**src/rtl/inv_guard_pkg.sv**
```systemverilog
package inv_guard_pkg;

    typedef enum logic [1:0] {
        SIDE_NONE,
        SIDE_UP,
        SIDE_LO
    } side_e;

    typedef enum logic [2:0] {
        ST_IDLE,
        ST_ARM,
        ST_UP_ON,
        ST_UP_HOLD,
        ST_LO_ON,
        ST_DEAD,
        ST_LOCK_UP,
        ST_LOCK_LO
    } leg_state_e;

    // A leg asks for one switch only when exactly one request bit is set.
    function automatic side_e decode_side(input logic up, input logic lo);
        if (up && !lo) begin
            return SIDE_UP;
        end else if (lo && !up) begin
            return SIDE_LO;
        end
        return SIDE_NONE;
    endfunction

endpackage

```
**src/rtl/leg_guard.sv**
```systemverilog
module leg_guard
    import inv_guard_pkg::*;
#(
    parameter int unsigned DEAD_CYC       = 400,
    parameter int unsigned MIN_ON_CYC     = 200,
    parameter int unsigned MAX_ON_CYC     = 50000,
    parameter bit          SUPPRESS_SHORT = 1'b0
) (
    input  logic clk,
    input  logic rst_n,
    input  logic up_req,
    input  logic lo_req,
    output logic up_drv_n,
    output logic lo_drv_n,
    output logic short_pulse,
    output logic maxon_sticky
);

    localparam int unsigned LIMIT_A = (MAX_ON_CYC > DEAD_CYC) ? MAX_ON_CYC : DEAD_CYC;
    localparam int unsigned LIMIT   = (LIMIT_A > MIN_ON_CYC) ? LIMIT_A : MIN_ON_CYC;
    localparam int unsigned CNT_W   = $clog2(LIMIT + 1);
    localparam bit          USE_ARM = SUPPRESS_SHORT && (MIN_ON_CYC > 1);
    localparam bit          FLAG_ON_STRETCH = !SUPPRESS_SHORT;

    localparam logic [CNT_W-1:0] CNT_ONE = CNT_W'(1);
    localparam logic [CNT_W-1:0] DEAD_L  = CNT_W'(DEAD_CYC);
    localparam logic [CNT_W-1:0] MIN_L   = CNT_W'(MIN_ON_CYC);
    localparam logic [CNT_W-1:0] MIN_M1  = CNT_W'(MIN_ON_CYC - 1);
    localparam logic [CNT_W-1:0] MAX_L   = CNT_W'(MAX_ON_CYC);

    leg_state_e       st, st_nxt;
    logic [CNT_W-1:0] cnt, cnt_nxt;
    side_e            pend, pend_nxt;
    side_e            side;
    side_e            tgt;
    logic             short_ev, viol_ev;
    logic             short_q, viol_q;

    function automatic leg_state_e enter_state(input side_e t);
        case (t)
            SIDE_UP: return USE_ARM ? ST_ARM : ST_UP_ON;
            SIDE_LO: return ST_LO_ON;
            default: return ST_IDLE;
        endcase
    endfunction

    assign side = decode_side(up_req, lo_req);
    assign tgt  = (side != SIDE_NONE) ? side : pend;

    // Next-state and event logic
    always_comb begin
        st_nxt   = st;
        cnt_nxt  = cnt;
        pend_nxt = pend;
        short_ev = 1'b0;
        viol_ev  = 1'b0;
        unique case (st)
            ST_IDLE: begin
                if (side != SIDE_NONE) begin
                    st_nxt   = enter_state(side);
                    cnt_nxt  = CNT_ONE;
                    pend_nxt = SIDE_NONE;
                end
            end
            ST_ARM: begin
                if (side == SIDE_UP) begin
                    if (cnt == MIN_M1) begin
                        st_nxt  = ST_UP_ON;
                        cnt_nxt = CNT_ONE;
                    end else begin
                        cnt_nxt = cnt + CNT_ONE;
                    end
                end else begin
                    st_nxt   = ST_IDLE;
                    short_ev = 1'b1;
                end
            end
            ST_UP_ON: begin
                if (side == SIDE_UP) begin
                    if (cnt == MAX_L) begin
                        st_nxt  = ST_LOCK_UP;
                        viol_ev = 1'b1;
                    end else begin
                        cnt_nxt = cnt + CNT_ONE;
                    end
                end else if (cnt >= MIN_L) begin
                    st_nxt   = ST_DEAD;
                    cnt_nxt  = CNT_ONE;
                    pend_nxt = side;
                end else begin
                    st_nxt   = ST_UP_HOLD;
                    cnt_nxt  = cnt + CNT_ONE;
                    pend_nxt = side;
                    short_ev = FLAG_ON_STRETCH;
                end
            end
            ST_UP_HOLD: begin
                if (side != SIDE_NONE) begin
                    pend_nxt = side;
                end
                if (cnt >= MIN_L) begin
                    st_nxt  = ST_DEAD;
                    cnt_nxt = CNT_ONE;
                end else begin
                    cnt_nxt = cnt + CNT_ONE;
                end
            end
            ST_LO_ON: begin
                if (side == SIDE_LO) begin
                    if (cnt == MAX_L) begin
                        st_nxt  = ST_LOCK_LO;
                        viol_ev = 1'b1;
                    end else begin
                        cnt_nxt = cnt + CNT_ONE;
                    end
                end else begin
                    st_nxt   = ST_DEAD;
                    cnt_nxt  = CNT_ONE;
                    pend_nxt = side;
                end
            end
            ST_DEAD: begin
                if (cnt >= DEAD_L) begin
                    st_nxt   = enter_state(tgt);
                    cnt_nxt  = CNT_ONE;
                    pend_nxt = SIDE_NONE;
                end else begin
                    cnt_nxt = cnt + CNT_ONE;
                    if (side != SIDE_NONE) begin
                        pend_nxt = side;
                    end
                end
            end
            ST_LOCK_UP: begin
                if (side != SIDE_UP) begin
                    st_nxt   = ST_DEAD;
                    cnt_nxt  = CNT_ONE;
                    pend_nxt = side;
                end
            end
            ST_LOCK_LO: begin
                if (side != SIDE_LO) begin
                    st_nxt   = ST_DEAD;
                    cnt_nxt  = CNT_ONE;
                    pend_nxt = side;
                end
            end
            default: st_nxt = ST_IDLE;
        endcase
    end

    // State register
    always_ff @(posedge clk or negedge rst_n) begin
        if (!rst_n) begin
            st      <= ST_IDLE;
            cnt     <= '0;
            pend    <= SIDE_NONE;
            short_q <= 1'b0;
            viol_q  <= 1'b0;
        end else begin
            st      <= st_nxt;
            cnt     <= cnt_nxt;
            pend    <= pend_nxt;
            short_q <= short_ev;
            viol_q  <= viol_q | viol_ev;
        end
    end

    // Output decode
    always_comb begin
        up_drv_n = 1'b1;
        lo_drv_n = 1'b1;
        unique case (st)
            ST_UP_ON, ST_UP_HOLD: up_drv_n = 1'b0;
            ST_LO_ON:             lo_drv_n = 1'b0;
            default: begin
                up_drv_n = 1'b1;
                lo_drv_n = 1'b1;
            end
        endcase
        short_pulse  = short_q;
        maxon_sticky = viol_q;
    end

endmodule

```
**src/rtl/brake_path.sv**
```systemverilog
module brake_path (
    input  logic clk,
    input  logic rst_n,
    input  logic brk_req,
    output logic brk_drv_n
);

    logic brk_q;

    always_ff @(posedge clk or negedge rst_n) begin
        if (!rst_n) begin
            brk_q <= 1'b1;
        end else begin
            brk_q <= ~brk_req;
        end
    end

    assign brk_drv_n = brk_q;

endmodule

```
**src/rtl/inverter_timing_guard.sv**
```systemverilog
module inverter_timing_guard #(
    parameter int unsigned N_PHASE        = 3,
    parameter int unsigned DEAD_CYC       = 400,
    parameter int unsigned MIN_ON_CYC     = 200,
    parameter int unsigned MAX_ON_CYC     = 50000,
    parameter bit          SUPPRESS_SHORT = 1'b0
) (
    input  logic               clk,
    input  logic               rst_n,
    input  logic [N_PHASE-1:0] up_req,
    input  logic [N_PHASE-1:0] lo_req,
    input  logic               brk_req,
    output logic [N_PHASE-1:0] up_drv_n,
    output logic [N_PHASE-1:0] lo_drv_n,
    output logic               brk_drv_n,
    output logic [N_PHASE-1:0] short_flag,
    output logic [N_PHASE-1:0] maxon_viol
);

    for (genvar i = 0; i < N_PHASE; i++) begin : g_phase
        leg_guard #(
            .DEAD_CYC      (DEAD_CYC),
            .MIN_ON_CYC    (MIN_ON_CYC),
            .MAX_ON_CYC    (MAX_ON_CYC),
            .SUPPRESS_SHORT(SUPPRESS_SHORT)
        ) u_leg (
            .clk         (clk),
            .rst_n       (rst_n),
            .up_req      (up_req[i]),
            .lo_req      (lo_req[i]),
            .up_drv_n    (up_drv_n[i]),
            .lo_drv_n    (lo_drv_n[i]),
            .short_pulse (short_flag[i]),
            .maxon_sticky(maxon_viol[i])
        );
    end

    brake_path u_brake (
        .clk      (clk),
        .rst_n    (rst_n),
        .brk_req  (brk_req),
        .brk_drv_n(brk_drv_n)
    );

endmodule


```
**config.mk**
```make
export PLATFORM = sky130hd
export DESIGN_NAME = inverter_timing_guard
export DESIGN_NICKNAME = d
export VERILOG_FILES = /design/src/rtl/inv_guard_pkg.sv /design/src/rtl/leg_guard.sv /design/src/rtl/brake_path.sv /design/src/rtl/inverter_timing_guard.sv
export SDC_FILE = /design/constraint.sdc
export NUM_CORES = 1
export LEC_CHECK = 0
export BUFFER_PORTS_ARGS = -buffer_cell sky130_fd_sc_hd__buf_2
export CORE_ASPECT_RATIO = 1.1
export CORE_MARGIN = 2
export CORE_UTILIZATION = 65
export DETAILED_ROUTE_END_ITERATION = 7
export GPL_ROUTABILITY_DRIVEN = 0
export PLACE_DENSITY = 0.92
export SLEW_MARGIN = 20
export SYNTH_ARGS = -nofsm -noshare
export SYNTH_HDL_FRONTEND = slang
export SYNTH_SLANG_ARGS = --single-unit
export TNS_END_PERCENT = 30
```
**constraint.sdc**
```tcl
create_clock -name clk -period 3.8 [get_ports clk]
set_input_delay 0.57 -clock clk [delete_from_list [all_inputs] [get_ports clk]]
set_output_delay 0.57 -clock clk [all_outputs]
set_load 0.01 [all_outputs]
```
==> impl_metrics.csv <==
group,metric,value,unit
power_and_ir_drop,p_int,0.00217,W
drt,firstDrtPassIters,7,
timing,setup_viol,0,
power_and_ir_drop,share_comb_of_total_power,48.9,%
global_routing,grt_pass1_vias,4921,
timing,worstMarginPinSlew,0.893,ns
timing,post-route-period-util,77.7,%
power_and_ir_drop,power_density,710,nW/um^2
timing,drv_slew,0,
placement,port_buffers,21,
power_and_ir_drop,ir_drop,0.478,mV
global_routing,grt_usage,30.0,%
drt,dr_total_vias,5259,
logic_synthesis,synth_top_flop_cell,"dfrtp_1",
floorplan,fp-row-count,34,
logic_synthesis,synth_top_area_cell,"dfrtp_1",
clock_tree,clk_pin_slew,0.08,ns
floorplan,die-width,89.9,um
setup_path,crit_type,"reg -> reg",
timing,rsz0062_at_grt,"false",
layout,nets,660,
logic_synthesis,ys_top_cells_by_area,"dfrtp_1 (33%), nand2_1 (3.8%), nand3_1 (3.8%), o21ai_0 (3.6%), nor2_1 (3.6%)",
logic_synthesis,synth-simple-area-share,27.4,%
logic_synthesis,async_reset_ff_share,100,%
logic_synthesis,ys_types,76,
clock_tree,cts_root_buf,"clkbuf_8",
logic_synthesis,synth_common_cells,"dfrtp_1 (69), nand2_1 (54), nor2_1 (50)",
global_routing,grt_pass1_wl,22.4,mm
logic_synthesis,syn_area,5280,sq um
logic_synthesis,synth-edff-count,0,
logic_synthesis,yosysMostFrequentCell,"dfrtp_1",
clock_tree,cts_resized,0,
power_and_ir_drop,pwr-share-clk,20.5,%
drt,wirelength,13.1,mm
timing,hold_violations,0,
power_and_ir_drop,p_leak,2.43,nW
clock_tree,cts.sinks,70,
global_routing,antenna_found_initial,0,
clock_tree,clk_latency,0.35,ns
setup_path,critPathMaxFanout,8,
logic_synthesis,ys_warn_count,0,
timing,fin_hold_ws,0.159,ns
drt,antenna_left,0,
timing,fin_skew,0.0105,ns
logic_synthesis,syn-num-nets,672,
power_and_ir_drop,seq_power_share,30.6,%
logic_synthesis,synthCells,651,
clock_tree,numCtsBuffers,9,
outcome,outcome,"completed",
layout,drive_gt1_share,9.47,%
layout,antennaDiodeCount,0,
logic_synthesis,synth-compound-area-share,27.6,%
logic_synthesis,synth_top_area_share,32.7,%
drt,drt_iter0_markers,547,
timing,fmax,339,MHz
clock_tree,postCtsHoldBufs,0,
timing,post-route-min-period,2.95,ns
global_routing,globalRouteOverflowTotal,0,
timing,fin_setup_tns,0,ns
power_and_ir_drop,swShare,45.4,%
logic_synthesis,synth_area_per_cell,8.11,sq um
logic_synthesis,synth_fa_ha_area_share,3.03,%
setup_path,critPathLaunchType,"flop",
setup_path,cp.arrival,3.20,ns
drt,wl_per_cell,17.4,um
logic_synthesis,synth_top_family_by_area,"compound AO/OA/AOI/OAI gates",
timing,slew_headroom,39.9,%
layout,syn2layout_area_growth,5.78,%
logic_synthesis,synth_xor_xnor_area_share,0.830,%
floorplan,dieHeight,98.5,um
clock_tree,htreeDepth,3,
run,drv_cap,0,
setup_path,cp-end-kind,"flop",
placement,dp_hpwl,9.07,mm
setup_path,crit_required,4.04,ns
logic_synthesis,muxShareOfSynthArea,1.37,%
power_and_ir_drop,power.switching,0.00180,W
floorplan,num_io_pins,22,
logic_synthesis,ys_ff_latch,70,
drt,drc_errors,0,
floorplan,core_area,7910,sq um
global_routing,grt_max_degree,51,
clock_tree,cts_setup_buffers,0,
drt,avgViaCountPerCell,6.99,
min_path,hp-class,"in -> async",
clock_tree,cts_tree,"built",
floorplan,initial_core_util,66.7,%
logic_synthesis,yosysSeqAreaShare,33.2,%
floorplan,die-area,8860,sq um
clock_tree,clock_path_buffers,2,
## registers in the layout, summed over array words and instances, names as in the netlist
register / cells
g_phase.u_leg.maxon_sticky: 3
g_phase.u_leg.pend: 6
u_brake.brk_drv_n: 1
g_phase.u_leg.short_pulse: 3
g_phase.u_leg.cnt: 48
g_phase.u_leg.st: 9
## critical path, stage by stage, from the launching register on
cell and delay, ns:
dfrtp_1 0.42, nor4_1 0.69, and4_1 0.38, o32ai_1 0.15, nor3_1 0.61, nor2_1 0.30
a22o_1 0.29
## layout by cell type (no fill, tap or decap), drive strengths merged, types with 10 or more instances in the layout
cell / instances
clkbuf: 10
nand2b: 15
nand3: 40
nor3: 19
a21o: 17
a21oi: 37
inv: 32
nor2: 50
nor2b: 10
dfrtp: 69
and3: 14
o21ai: 42
o311ai: 13
ha: 12
a22o: 17
nand2: 54
buf: 24
## power by group through the flow
| stage | registers [W] | logic [W] | clock network [W] |
|---|---|---|---|
| after global routing | 0.00125 | 0.00215 | 0.000848 |
| after detailed placement | 0.00121 | 0.00187 | 0 |
| after CTS | 0.00120 | 0.00190 | 0.000820 |
| after floorplan | 0.000987 | 0.00170 | 0 |
| final | 0.00121 | 0.00194 | 0.000815 |
| after global placement | 0.00120 | 0.00180 | 0 |
## layout make-up
type,instances,area (sq um)
timing repair buffer,24,128
inverter,32,120
clock inverter,6,133
fill,604,2330
tap,108,135
clock buffer,10,138
sequential,70,1750
multi-input combinational,502,3180
## metal layers
layer / wire length [um] / track usage, % / share of wire, % / up-vias
li1: - / - / - / 2409
met1: 5250 / 37.5 / 40 / 2497
met2: 6630 / 52.0 / 51 / 310
met3: 932 / 5.28 / 7.1 / 43
met4: 304 / 12.0 / 2.3 / 0
met5: 0 / 0 / 0 / -
## logic make-up after synthesis
kind of cell    after synthesis
compound gates              207
xor+xnor                      5
fa+ha+maj                    13
buf+inv                      79
flops                        70
mux                           7
simple gates                270
## stage by stage
step | instance area, sq um | util (%) | setup WS (ns) | power, W | cells
final | 5580 | 70.6 | 0.847 | 0.00397 | 752
after CTS | 5580 | 70.6 | 0.960 | 0.00392 | 752
after global placement | 5310 | 67.2 | 0.918 | 0.00299 | 736
after detailed placement | 5310 | 67.2 | 0.743 | 0.00309 | 736
after floorplan | 5280 | - | 1.24 | 0.00269 | 651
after global routing | 5580 | 70.6 | 0.704 | 0.00425 | 752
## worst paths after layout
check                                                         from                                      end  slack [ns]  cells past startpoint
max                           g_phase[2].u_leg.cnt[10]$_DFFE_PN0P_      g_phase[2].u_leg.cnt[3]$_DFFE_PN0P_        0.85                      6
min                                                          rst_n      g_phase[2].u_leg.cnt[7]$_DFFE_PN0P_        0.16                      1
max reg2reg                   g_phase[2].u_leg.cnt[10]$_DFFE_PN0P_      g_phase[2].u_leg.cnt[3]$_DFFE_PN0P_        0.85                      6
min reg2reg                g_phase[2].u_leg.maxon_sticky$_DFF_PN0_  g_phase[2].u_leg.maxon_sticky$_DFF_PN0_        0.46                      1
max in group asynchronous                                    rst_n      g_phase[1].u_leg.cnt[6]$_DFFE_PN0P_        2.64                      2
min in group clk                                           brk_req              u_brake.brk_drv_n$_DFF_PN1_        0.32                      2
Note: power is estimated with default switching activity, not from simulation.
